File: config.mk
export PLATFORM = sky130hd
export DESIGN_NAME = spi_regif
export DESIGN_NICKNAME = d
export VERILOG_FILES = /design/src/rtl/spi_regif_pkg.sv /design/src/rtl/spi_regif_edge.sv /design/src/rtl/spi_regif_rx.sv /design/src/rtl/spi_regif_ctrl.sv /design/src/rtl/spi_regif_regfile.sv /design/src/rtl/spi_regif_tx.sv /design/src/rtl/spi_regif.sv
export SDC_FILE = /design/constraint.sdc
export NUM_CORES = 1
export LEC_CHECK = 0
export ABC_AREA = 0
export BUFFER_PORTS_ARGS = -buffer_cell sky130_fd_sc_hd__buf_2
export CAP_MARGIN = 15
export CELL_PAD_IN_SITES_DETAIL_PLACEMENT = 0
export CELL_PAD_IN_SITES_GLOBAL_PLACEMENT = 1
export CORE_AREA = 2 2 273 275
export DETAILED_ROUTE_END_ITERATION = 6
export DIE_AREA = 0 0 275 277
export MAX_ROUTING_LAYER = met4
export PLACE_DENSITY_LB_ADDON = 0.2
export RECOVER_POWER = 25
export SLEW_MARGIN = 15
export SYNTH_ARGS = -nofsm -noshare
export SYNTH_HDL_FRONTEND = slang
export SYNTH_SLANG_ARGS = --single-unit
export TNS_END_PERCENT = 20
File: constraint.sdc
create_clock -name clk -period 7 [get_ports clk]
set_clock_uncertainty 0.2 [all_clocks]
set_input_delay 1.05 -clock clk [delete_from_list [all_inputs] [get_ports clk]]
set_output_delay 1.05 -clock clk [all_outputs]
set_load 0.01 [all_outputs]
File: src/rtl/spi_regif_pkg.sv
package spi_regif_pkg;

  typedef enum logic [1:0] {
    ST_CMD,
    ST_RDATA,
    ST_WDATA,
    ST_SKIP
  } ctrl_state_t;

  typedef enum logic [2:0] {
    ACC_REG_RD,
    ACC_REG_WR,
    ACC_FB_RD,
    ACC_FB_WR,
    ACC_SRAM_RD,
    ACC_SRAM_WR
  } acc_kind_t;

  // Top bit set: register access, next bit gives direction.
  // Otherwise bit 5 picks frame buffer (1) or SRAM (0), bit 6 the direction.
  function automatic acc_kind_t decode_cmd(input logic [7:0] cmd);
    acc_kind_t k;
    if (cmd[7]) begin
      k = cmd[6] ? ACC_REG_WR : ACC_REG_RD;
    end else begin
      case ({cmd[6], cmd[5]})
        2'b01:   k = ACC_FB_RD;
        2'b11:   k = ACC_FB_WR;
        2'b00:   k = ACC_SRAM_RD;
        default: k = ACC_SRAM_WR;
      endcase
    end
    return k;
  endfunction

endpackage

File: src/rtl/spi_regif_edge.sv
module spi_regif_edge (
  input  logic clk,
  input  logic rst_n,
  input  logic cs_n,
  input  logic sclk,
  output logic rise,
  output logic fall
);

  logic sclk_q;
  logic sclk_d;

  always_comb begin
    sclk_d = sclk;
  end

  always_ff @(posedge clk or negedge rst_n) begin
    if (!rst_n) sclk_q <= 1'b0;
    else        sclk_q <= sclk_d;
  end

  assign rise = !cs_n &&  sclk && !sclk_q;
  assign fall = !cs_n && !sclk &&  sclk_q;

endmodule

File: src/rtl/spi_regif_rx.sv
module spi_regif_rx #(
  parameter int DATA_W = 8
) (
  input  logic              clk,
  input  logic              rst_n,
  input  logic              cs_n,
  input  logic              rise,
  input  logic              mosi,
  output logic              byte_done,
  output logic [DATA_W-1:0] byte_val,
  output logic              at_boundary
);

  localparam int CNT_W = $clog2(DATA_W);
  localparam logic [CNT_W-1:0] LAST_BIT = CNT_W'(DATA_W - 1);

  logic [CNT_W-1:0]  cnt_q, cnt_d;
  logic [DATA_W-1:0] sh_q, sh_d;

  assign byte_val    = {sh_q[DATA_W-2:0], mosi};
  assign byte_done   = rise && (cnt_q == LAST_BIT);
  assign at_boundary = (cnt_q == '0);

  always_comb begin
    cnt_d = cnt_q;
    sh_d  = sh_q;
    if (cs_n) begin
      cnt_d = '0;
    end else if (rise) begin
      sh_d  = byte_val;
      cnt_d = (cnt_q == LAST_BIT) ? '0 : cnt_q + 1'b1;
    end
  end

  always_ff @(posedge clk or negedge rst_n) begin
    if (!rst_n) begin
      cnt_q <= '0;
      sh_q  <= '0;
    end else begin
      cnt_q <= cnt_d;
      sh_q  <= sh_d;
    end
  end

  // a deselect always leaves the bit counter at the byte start
  a_r8_count_cleared: assert property (@(posedge clk) disable iff (!rst_n)
    cs_n |=> (cnt_q == '0));

endmodule

File: src/rtl/spi_regif_ctrl.sv
module spi_regif_ctrl
  import spi_regif_pkg::*;
#(
  parameter int ADDR_W = 6,
  parameter int DATA_W = 8
) (
  input  logic              clk,
  input  logic              rst_n,
  input  logic              cs_n,
  input  logic              byte_done,
  input  logic [DATA_W-1:0] byte_val,
  output logic              rd_phase,
  output logic [ADDR_W-1:0] acc_addr,
  output logic              wr_stb,
  output logic [DATA_W-1:0] wr_data,
  output logic              fb_rd_stb,
  output logic              fb_wr_stb,
  output logic              sram_rd_stb,
  output logic              sram_wr_stb
);

  ctrl_state_t       state_q, state_d;
  logic [ADDR_W-1:0] addr_q, addr_d;
  logic [DATA_W-1:0] wdat_q, wdat_d;
  logic              wstb_q, wstb_d;
  logic [3:0]        mstb_q, mstb_d;
  acc_kind_t         kind;
  logic              cmd_end;

  always_comb begin
    kind    = decode_cmd(byte_val[DATA_W-1 -: 8]);
    cmd_end = byte_done && (state_q == ST_CMD);
    state_d = state_q;
    addr_d  = addr_q;
    wdat_d  = wdat_q;
    wstb_d  = 1'b0;
    mstb_d  = 4'b0000;
    if (cs_n) begin
      state_d = ST_CMD;
    end else if (byte_done) begin
      case (state_q)
        ST_CMD: begin
          case (kind)
            ACC_REG_RD:  begin state_d = ST_RDATA; addr_d = byte_val[ADDR_W-1:0]; end
            ACC_REG_WR:  begin state_d = ST_WDATA; addr_d = byte_val[ADDR_W-1:0]; end
            default:     state_d = ST_SKIP;
          endcase
        end
        ST_WDATA: begin
          state_d = ST_SKIP;
          wstb_d  = 1'b1;
          wdat_d  = byte_val;
        end
        default: state_d = ST_SKIP;
      endcase
    end
    if (cmd_end && !cs_n) begin
      mstb_d[0] = (kind == ACC_FB_RD);
      mstb_d[1] = (kind == ACC_FB_WR);
      mstb_d[2] = (kind == ACC_SRAM_RD);
      mstb_d[3] = (kind == ACC_SRAM_WR);
    end
  end

  always_ff @(posedge clk or negedge rst_n) begin
    if (!rst_n) begin
      state_q <= ST_CMD;
      addr_q  <= '0;
      wdat_q  <= '0;
      wstb_q  <= 1'b0;
      mstb_q  <= 4'b0000;
    end else begin
      state_q <= state_d;
      addr_q  <= addr_d;
      wdat_q  <= wdat_d;
      wstb_q  <= wstb_d;
      mstb_q  <= mstb_d;
    end
  end

  assign rd_phase    = (state_q == ST_RDATA);
  assign acc_addr    = addr_q;
  assign wr_stb      = wstb_q;
  assign wr_data     = wdat_q;
  assign fb_rd_stb   = mstb_q[0];
  assign fb_wr_stb   = mstb_q[1];
  assign sram_rd_stb = mstb_q[2];
  assign sram_wr_stb = mstb_q[3];

  // write strobe never lasts beyond one clock
  a_r5_write_pulse: assert property (@(posedge clk) disable iff (!rst_n)
    wr_stb |=> !wr_stb);

  // at most one access strobe at a time, each one clock wide
  a_r6_strobe_exclusive: assert property (@(posedge clk) disable iff (!rst_n)
    $onehot0({wr_stb, fb_rd_stb, fb_wr_stb, sram_rd_stb, sram_wr_stb}));
  a_r7_mode_pulse: assert property (@(posedge clk) disable iff (!rst_n)
    (fb_rd_stb || fb_wr_stb || sram_rd_stb || sram_wr_stb) |=>
      !(fb_rd_stb || fb_wr_stb || sram_rd_stb || sram_wr_stb));

  // deselect returns the sequencer to command reception
  a_r8_back_to_cmd: assert property (@(posedge clk) disable iff (!rst_n)
    cs_n |=> (state_q == ST_CMD));

endmodule

File: src/rtl/spi_regif_regfile.sv
module spi_regif_regfile #(
  parameter int ADDR_W = 6,
  parameter int DATA_W = 8
) (
  input  logic              clk,
  input  logic              rst_n,
  input  logic              we,
  input  logic [ADDR_W-1:0] waddr,
  input  logic [DATA_W-1:0] wdata,
  input  logic [ADDR_W-1:0] raddr,
  output logic [DATA_W-1:0] rdata
);

  localparam int DEPTH = 1 << ADDR_W;

  logic [DATA_W-1:0] mem_q [DEPTH];

  always_ff @(posedge clk or negedge rst_n) begin
    if (!rst_n) begin
      for (int i = 0; i < DEPTH; i++) mem_q[i] <= '0;
    end else if (we) begin
      mem_q[waddr] <= wdata;
    end
  end

  assign rdata = mem_q[raddr];

  // a strobed write lands at its address on the next clock
  a_r5_store: assert property (@(posedge clk) disable iff (!rst_n)
    we |=> (mem_q[$past(waddr)] == $past(wdata)));

endmodule

File: src/rtl/spi_regif_tx.sv
module spi_regif_tx #(
  parameter int DATA_W = 8
) (
  input  logic              clk,
  input  logic              rst_n,
  input  logic              cs_n,
  input  logic              fall,
  input  logic              at_boundary,
  input  logic              rd_phase,
  input  logic [DATA_W-1:0] rd_data,
  input  logic [DATA_W-1:0] status,
  output logic              miso
);

  logic [DATA_W-1:0] tx_q, tx_d;

  always_comb begin
    tx_d = tx_q;
    if (cs_n) begin
      tx_d = status;
    end else if (fall) begin
      if (at_boundary) tx_d = rd_phase ? rd_data : '0;
      else             tx_d = {tx_q[DATA_W-2:0], 1'b0};
    end
  end

  always_ff @(posedge clk or negedge rst_n) begin
    if (!rst_n) tx_q <= '0;
    else        tx_q <= tx_d;
  end

  assign miso = !cs_n && tx_q[DATA_W-1];

  // output shifter holds between falling serial-clock edges
  a_r2_hold_between_falls: assert property (@(posedge clk) disable iff (!rst_n)
    (!cs_n && !fall) |=> (tx_q == $past(tx_q)));

  // status word is loaded as chip select falls
  a_r3_status_loaded: assert property (@(posedge clk) disable iff (!rst_n)
    $fell(cs_n) |-> (tx_q == $past(status)));

  // deselected port drives zero
  a_r9_idle_zero: assert property (@(posedge clk) disable iff (!rst_n)
    cs_n |-> !miso);

endmodule

File: src/rtl/spi_regif.sv
module spi_regif #(
  parameter int ADDR_W = 6,
  parameter int DATA_W = 8
) (
  input  logic              clk,
  input  logic              rst_n,
  input  logic              spi_cs_n,
  input  logic              spi_sclk,
  input  logic              spi_mosi,
  output logic              spi_miso,
  input  logic [DATA_W-1:0] status_in,
  output logic              wr_stb,
  output logic [ADDR_W-1:0] wr_addr,
  output logic [DATA_W-1:0] wr_data,
  output logic              fb_rd_stb,
  output logic              fb_wr_stb,
  output logic              sram_rd_stb,
  output logic              sram_wr_stb
);

  logic              rise, fall;
  logic              byte_done, at_boundary, rd_phase;
  logic [DATA_W-1:0] byte_val, rd_data;
  logic [ADDR_W-1:0] acc_addr;

  spi_regif_edge u_edge (
    .clk  (clk),
    .rst_n(rst_n),
    .cs_n (spi_cs_n),
    .sclk (spi_sclk),
    .rise (rise),
    .fall (fall)
  );

  spi_regif_rx #(.DATA_W(DATA_W)) u_rx (
    .clk        (clk),
    .rst_n      (rst_n),
    .cs_n       (spi_cs_n),
    .rise       (rise),
    .mosi       (spi_mosi),
    .byte_done  (byte_done),
    .byte_val   (byte_val),
    .at_boundary(at_boundary)
  );

  spi_regif_ctrl #(.ADDR_W(ADDR_W), .DATA_W(DATA_W)) u_ctrl (
    .clk        (clk),
    .rst_n      (rst_n),
    .cs_n       (spi_cs_n),
    .byte_done  (byte_done),
    .byte_val   (byte_val),
    .rd_phase   (rd_phase),
    .acc_addr   (acc_addr),
    .wr_stb     (wr_stb),
    .wr_data    (wr_data),
    .fb_rd_stb  (fb_rd_stb),
    .fb_wr_stb  (fb_wr_stb),
    .sram_rd_stb(sram_rd_stb),
    .sram_wr_stb(sram_wr_stb)
  );

  assign wr_addr = acc_addr;

  spi_regif_regfile #(.ADDR_W(ADDR_W), .DATA_W(DATA_W)) u_regs (
    .clk  (clk),
    .rst_n(rst_n),
    .we   (wr_stb),
    .waddr(acc_addr),
    .wdata(wr_data),
    .raddr(acc_addr),
    .rdata(rd_data)
  );

  spi_regif_tx #(.DATA_W(DATA_W)) u_tx (
    .clk        (clk),
    .rst_n      (rst_n),
    .cs_n       (spi_cs_n),
    .fall       (fall),
    .at_boundary(at_boundary),
    .rd_phase   (rd_phase),
    .rd_data    (rd_data),
    .status     (status_in),
    .miso       (spi_miso)
  );

endmodule

==> impl_summary.log <==
INFO  metric internal_pwr_total = 5089 µW
INFO  metric cts.htree.levels = 2
INFO  metric global_route_wire_length_before_repair = 115500 µm
INFO  metric clock.fmax = 242.3 MHz
INFO  metric timing.setup.tns = 0 ns
INFO  metric cts_resized = 0
INFO  metric die_area = 76180 µm²
INFO  metric largest_net_degree_at_the_start_of_global_routing = 169
INFO  metric antenna_found_initial = 1
INFO  metric p_sw_share = 21.85%
INFO  metric detail_route.wirelength = 77500 µm
INFO  metric report.final.hold_viol_count = 0
INFO  metric global_route.overflow_total = 0
INFO  metric power_per_cell_area = 229.1 nW/µm²
INFO  metric period_minus_slack = 4.128 ns
INFO  metric dp.final_hpwl = 46860 µm
INFO  metric cts_buffers = 60
INFO  metric cts.sink_count = 552
INFO  metric ios = 33
INFO  metric area.sequential = 13840 µm²
INFO  metric yosysSeqAreaShare = 54.19%
INFO  metric cts_tree = done
INFO  metric detail_route.first_pass.iterations = 5
INFO  metric clock_insertion_delay_worst_skew = 0.63 ns
INFO  metric reg2reg_from = u_ctrl.acc_addr[1]$_DFFE_PN0P_
INFO  metric worst_slew_pin_slew = 1.197 ns
INFO  metric globalRouteTotalUtil = 21.18%
INFO  metric effective_utilization_at_floorplan = 34.64%
INFO  metric path_clk_slew = 0.07 ns
INFO  metric outcome = complete, no violations
INFO  metric syn-mean-instance-area = 14.20 µm²
INFO  metric place.port_buffers = 32
INFO  metric post_drt_via_cell_ratio = 5.599
INFO  metric seqPwrFrac = 49.8%
INFO  metric die_w = 275 µm
INFO  metric worst-r2r-setup-slack = 2.87 ns
INFO  metric syn_to_final_growth = 11.51%
INFO  metric unrepaired_setup_endpoints_after_global_routing = no
INFO  metric timing.final.crit_share = 58.97%
INFO  metric synth_top_flop_cell = sky130_fd_sc_hd__dfrtp_1
INFO  metric postCtsSetupBuffers = 0
INFO  metric power.total = 6511 µW
INFO  metric ctsRootBufferMaster = sky130_fd_sc_hd__clkbuf_16
INFO  metric globalplace.congestion = 0.8297
INFO  metric critical_path.endpoint = u_tx.tx_q[3]$_DFFE_PN0P_
INFO  metric clock_path_buffers = 3
INFO  metric timing.final.setup_violations = 0
INFO  metric critPathArrivalTime = 4.39 ns
INFO  metric ys_seq_elements = 552
INFO  metric post_cts_hold_buffer_count = 0
INFO  metric critical_path.endpoint_type = flop
INFO  metric ir_drop = 0.1598 mV
INFO  metric ant_diodes = 0
INFO  metric drive_gt1_share = 46.96%
INFO  metric grt_pass1_vias = 16160
INFO  metric cp.required = 7.27 ns
INFO  metric layout.nets = 1798
INFO  metric post_synthesis_cell_type_count = 58
INFO  metric max_slew_margin = 19.46%
INFO  metric timing.setup.critical_path_class = reg2reg
INFO  metric ant_nets = 0
INFO  metric holdCritPathClass = in2async
INFO  metric switching_power = 1422 µW
INFO  metric postSynthCellCount = 1795
INFO  metric routedWlPerCell = 27.74 µm
INFO  metric via_count = 15650
INFO  metric synth_fp_nets = 1811
INFO  metric number_of_cell_instances_on_the_worst_register_to_register_path = 8
INFO  metric detailedPlace.worstSlack = 2.946 ns
INFO  metric synth_async_sr_flop_share = 100.0%
INFO  metric fin_ws = 2.872 ns
INFO  metric synth_edf_count = 0
INFO  metric multiInputGateArea = 11000 µm²
INFO  metric fillers = 6958
INFO  metric timing_max_transition_violations_final = 0
INFO  metric cp_startpoint = u_ctrl.acc_addr[1]$_DFFE_PN0P_
INFO  metric yosys_warnings = 0
INFO  metric drv_cap = 0
INFO  metric start_kind = flop
INFO  metric core.rowCount = 100
INFO  metric synth.cell_area = 25490 µm²
INFO  metric power.combinational.fraction = 1.7%
INFO  metric drtIter0Drc = 1029
INFO  metric power_frac_clock = 48.5%
INFO  metric crit_path_max_fanout = 48
INFO  metric die_h = 277 µm
INFO  metric worst_r2r_dst = u_tx.tx_q[3]$_DFFE_PN0P_
INFO  metric design.core.area = 73570 µm²
INFO  metric drcViolationCount = 0
INFO  metric cellLeakagePower = 0.01326 µW
-- how the worst min path moves through the flow --
| stage | endpoint | cells past startpoint |
|---|---|---|
| after floorplan | u_regs.mem_q[438]$_DFFE_PN0P_ | 1 |
| final | u_regs.mem_q[195]$_DFFE_PN0P_ | 1 |
| after global placement | u_regs.mem_q[78]$_DFFE_PN0P_ | 1 |
| after CTS | u_regs.mem_q[195]$_DFFE_PN0P_ | 1 |
| after detailed placement | u_regs.mem_q[439]$_DFFE_PN0P_ | 1 |
| after global routing | u_regs.mem_q[195]$_DFFE_PN0P_ | 1 |
-- per-layer routing --
| layer | track usage, % | vias up | share of wire [%] |
|---|---|---|---|
| li1 | - | 6642 | - |
| met1 | 29.72 | 8507 | 47 |
| met2 | 32.17 | 376 | 46 |
| met3 | 2.619 | 120 | 4.2 |
| met4 | 6.168 | 0 | 2.7 |
| met5 | - | - | 0 |
-- registers in the layout, indices dropped and copies added, names as in the netlist --
register and flops:
u_ctrl.acc_addr 6, u_ctrl.wr_data 8, u_ctrl.mstb_q 4, u_tx.tx_q 8, u_regs.mem_q 512, u_ctrl.wr_stb 1, u_rx.cnt_q 3, u_rx.sh_q 7
u_ctrl.state_q 2, u_edge.sclk_q 1
-- area by class of cell --
cell class | instances | area share (%)
Sequential cell | 552 | 48.69
Clock inverter | 17 | 0.6604
Inverter | 7 | 0.09245
Clock buffer | 88 | 6.115
Timing Repair Buffer | 59 | 1.479
Multi-Input combinational cell | 1102 | 38.69
Tap cell | 969 | 4.266
-- critical path: stages (launching register included) --
cell                        delay [ns]
sky130_fd_sc_hd__dfrtp_4          1.05
sky130_fd_sc_hd__buf_4            0.43
sky130_fd_sc_hd__nor2_2           0.22
sky130_fd_sc_hd__buf_4            0.26
sky130_fd_sc_hd__o2bb2ai_1        0.13
sky130_fd_sc_hd__a2111oi_0        0.86
sky130_fd_sc_hd__o211ai_1         0.16
sky130_fd_sc_hd__nor4_1           0.39
sky130_fd_sc_hd__o221ai_1         0.18
-- per-stage QoR --
stage          utilization [%]  hold slack [ns]  area (µm²)  cells
3_5_place_dp             36.02           0.2815       26500   2689
5_1_grt                  38.63           0.2477       28420   2794
6_report                 38.63           0.2205       28420   2794
2_1_floorplan                -           0.2594       25490   1795
4_1_cts                  38.64           0.2223       28430   2794
3_3_place_gp             36.02           0.2808       26500   2689
-- synth_stat cells, types with 3 or more instances --
| master | count | area (µm²) |
|---|---|---|
| sky130_fd_sc_hd__buf_6 | 10 | 112.6 |
| sky130_fd_sc_hd__nor2_2 | 35 | 219.0 |
| sky130_fd_sc_hd__ha_1 | 3 | 37.54 |
| sky130_fd_sc_hd__inv_1 | 5 | 18.77 |
| sky130_fd_sc_hd__nand2b_1 | 5 | 31.28 |
| sky130_fd_sc_hd__a22o_1 | 5 | 43.79 |
| sky130_fd_sc_hd__nand3_1 | 5 | 25.02 |
| sky130_fd_sc_hd__a221oi_1 | 40 | 350.3 |
| sky130_fd_sc_hd__nor3_1 | 3 | 15.01 |
| sky130_fd_sc_hd__o21ai_0 | 20 | 100.1 |
| sky130_fd_sc_hd__o22a_1 | 6 | 52.55 |
| sky130_fd_sc_hd__o21ai_1 | 3 | 15.01 |
| sky130_fd_sc_hd__buf_1 | 9 | 33.78 |
| sky130_fd_sc_hd__and3_1 | 7 | 43.79 |
| sky130_fd_sc_hd__o211ai_1 | 3 | 22.52 |
| sky130_fd_sc_hd__a21oi_1 | 14 | 70.07 |
| sky130_fd_sc_hd__nor2_1 | 32 | 120.1 |
| sky130_fd_sc_hd__a32oi_1 | 6 | 52.55 |
| sky130_fd_sc_hd__dfrtp_1 | 552 | 13810 |
| sky130_fd_sc_hd__nand2_1 | 39 | 146.4 |
| sky130_fd_sc_hd__mux2_1 | 6 | 67.56 |
| sky130_fd_sc_hd__mux2i_1 | 79 | 790.8 |
| sky130_fd_sc_hd__and2_1 | 6 | 37.54 |
| sky130_fd_sc_hd__nand3b_1 | 3 | 22.52 |
| sky130_fd_sc_hd__o2bb2ai_1 | 6 | 52.55 |
| sky130_fd_sc_hd__mux4_2 | 46 | 1036 |
| sky130_fd_sc_hd__buf_4 | 13 | 97.59 |
| sky130_fd_sc_hd__nand3_2 | 4 | 40.04 |
| sky130_fd_sc_hd__a221o_1 | 9 | 90.09 |
| sky130_fd_sc_hd__a22oi_1 | 33 | 247.7 |
| sky130_fd_sc_hd__nand2_2 | 24 | 150.1 |
| sky130_fd_sc_hd__nor4_1 | 4 | 25.02 |
| sky130_fd_sc_hd__a211oi_1 | 4 | 30.03 |
| sky130_fd_sc_hd__clkbuf_1 | 76 | 285.3 |
| sky130_fd_sc_hd__o221ai_1 | 3 | 26.28 |
| sky130_fd_sc_hd__mux2_2 | 577 | 6497 |
| sky130_fd_sc_hd__buf_2 | 26 | 130.1 |
| sky130_fd_sc_hd__a31oi_1 | 8 | 50.05 |
| sky130_fd_sc_hd__nor2b_1 | 9 | 56.30 |
| sky130_fd_sc_hd__o22ai_1 | 29 | 181.4 |
-- logic make-up after synthesis --
group | after synthesis | share of synthesized area (%)
muxes | 708 | 32.92
DFF | 552 | 54.19
and+or+nand+nor | 193 | 4.271
buffers and inverters | 141 | 2.690
AOI/OAI and AO/OA | 198 | 5.773
adders and majority gates | 3 | 0.1473
-- cell usage in the layout, fill, tap and decap left out, types with 12 or more instances in the layout --
cell type | Yosys | layout
sky130_fd_sc_hd__a21oi_1 | 14 | 14
sky130_fd_sc_hd__a221oi_1 | 40 | 40
sky130_fd_sc_hd__a22oi_1 | 33 | 33
sky130_fd_sc_hd__buf_2 | 26 | 29
sky130_fd_sc_hd__buf_4 | 13 | 23
sky130_fd_sc_hd__clkbuf_1 | 76 | 18
sky130_fd_sc_hd__clkbuf_16 | 0 | 61
sky130_fd_sc_hd__clkinv_2 | 0 | 12
sky130_fd_sc_hd__dfrtp_1 | 552 | 541
sky130_fd_sc_hd__mux2_2 | 577 | 577
sky130_fd_sc_hd__mux2i_1 | 79 | 79
sky130_fd_sc_hd__mux4_2 | 46 | 46
sky130_fd_sc_hd__nand2_1 | 39 | 39
sky130_fd_sc_hd__nand2_2 | 24 | 24
sky130_fd_sc_hd__nor2_1 | 32 | 32
sky130_fd_sc_hd__nor2_2 | 35 | 35
sky130_fd_sc_hd__o21ai_0 | 20 | 20
sky130_fd_sc_hd__o22ai_1 | 29 | 29
-- power groups by stage --
stage | clock [µW] | sequential, µW | combinational (µW)
2_1_floorplan | 0 | 3290 | 38.2
3_3_place_gp | 0 | 3300 | 115
5_1_grt | 3370 | 3240 | 130
3_5_place_dp | 0 | 3300 | 118
6_report | 3160 | 3240 | 112
4_1_cts | 3240 | 3240 | 118
Power figures use the tool's default switching activity.
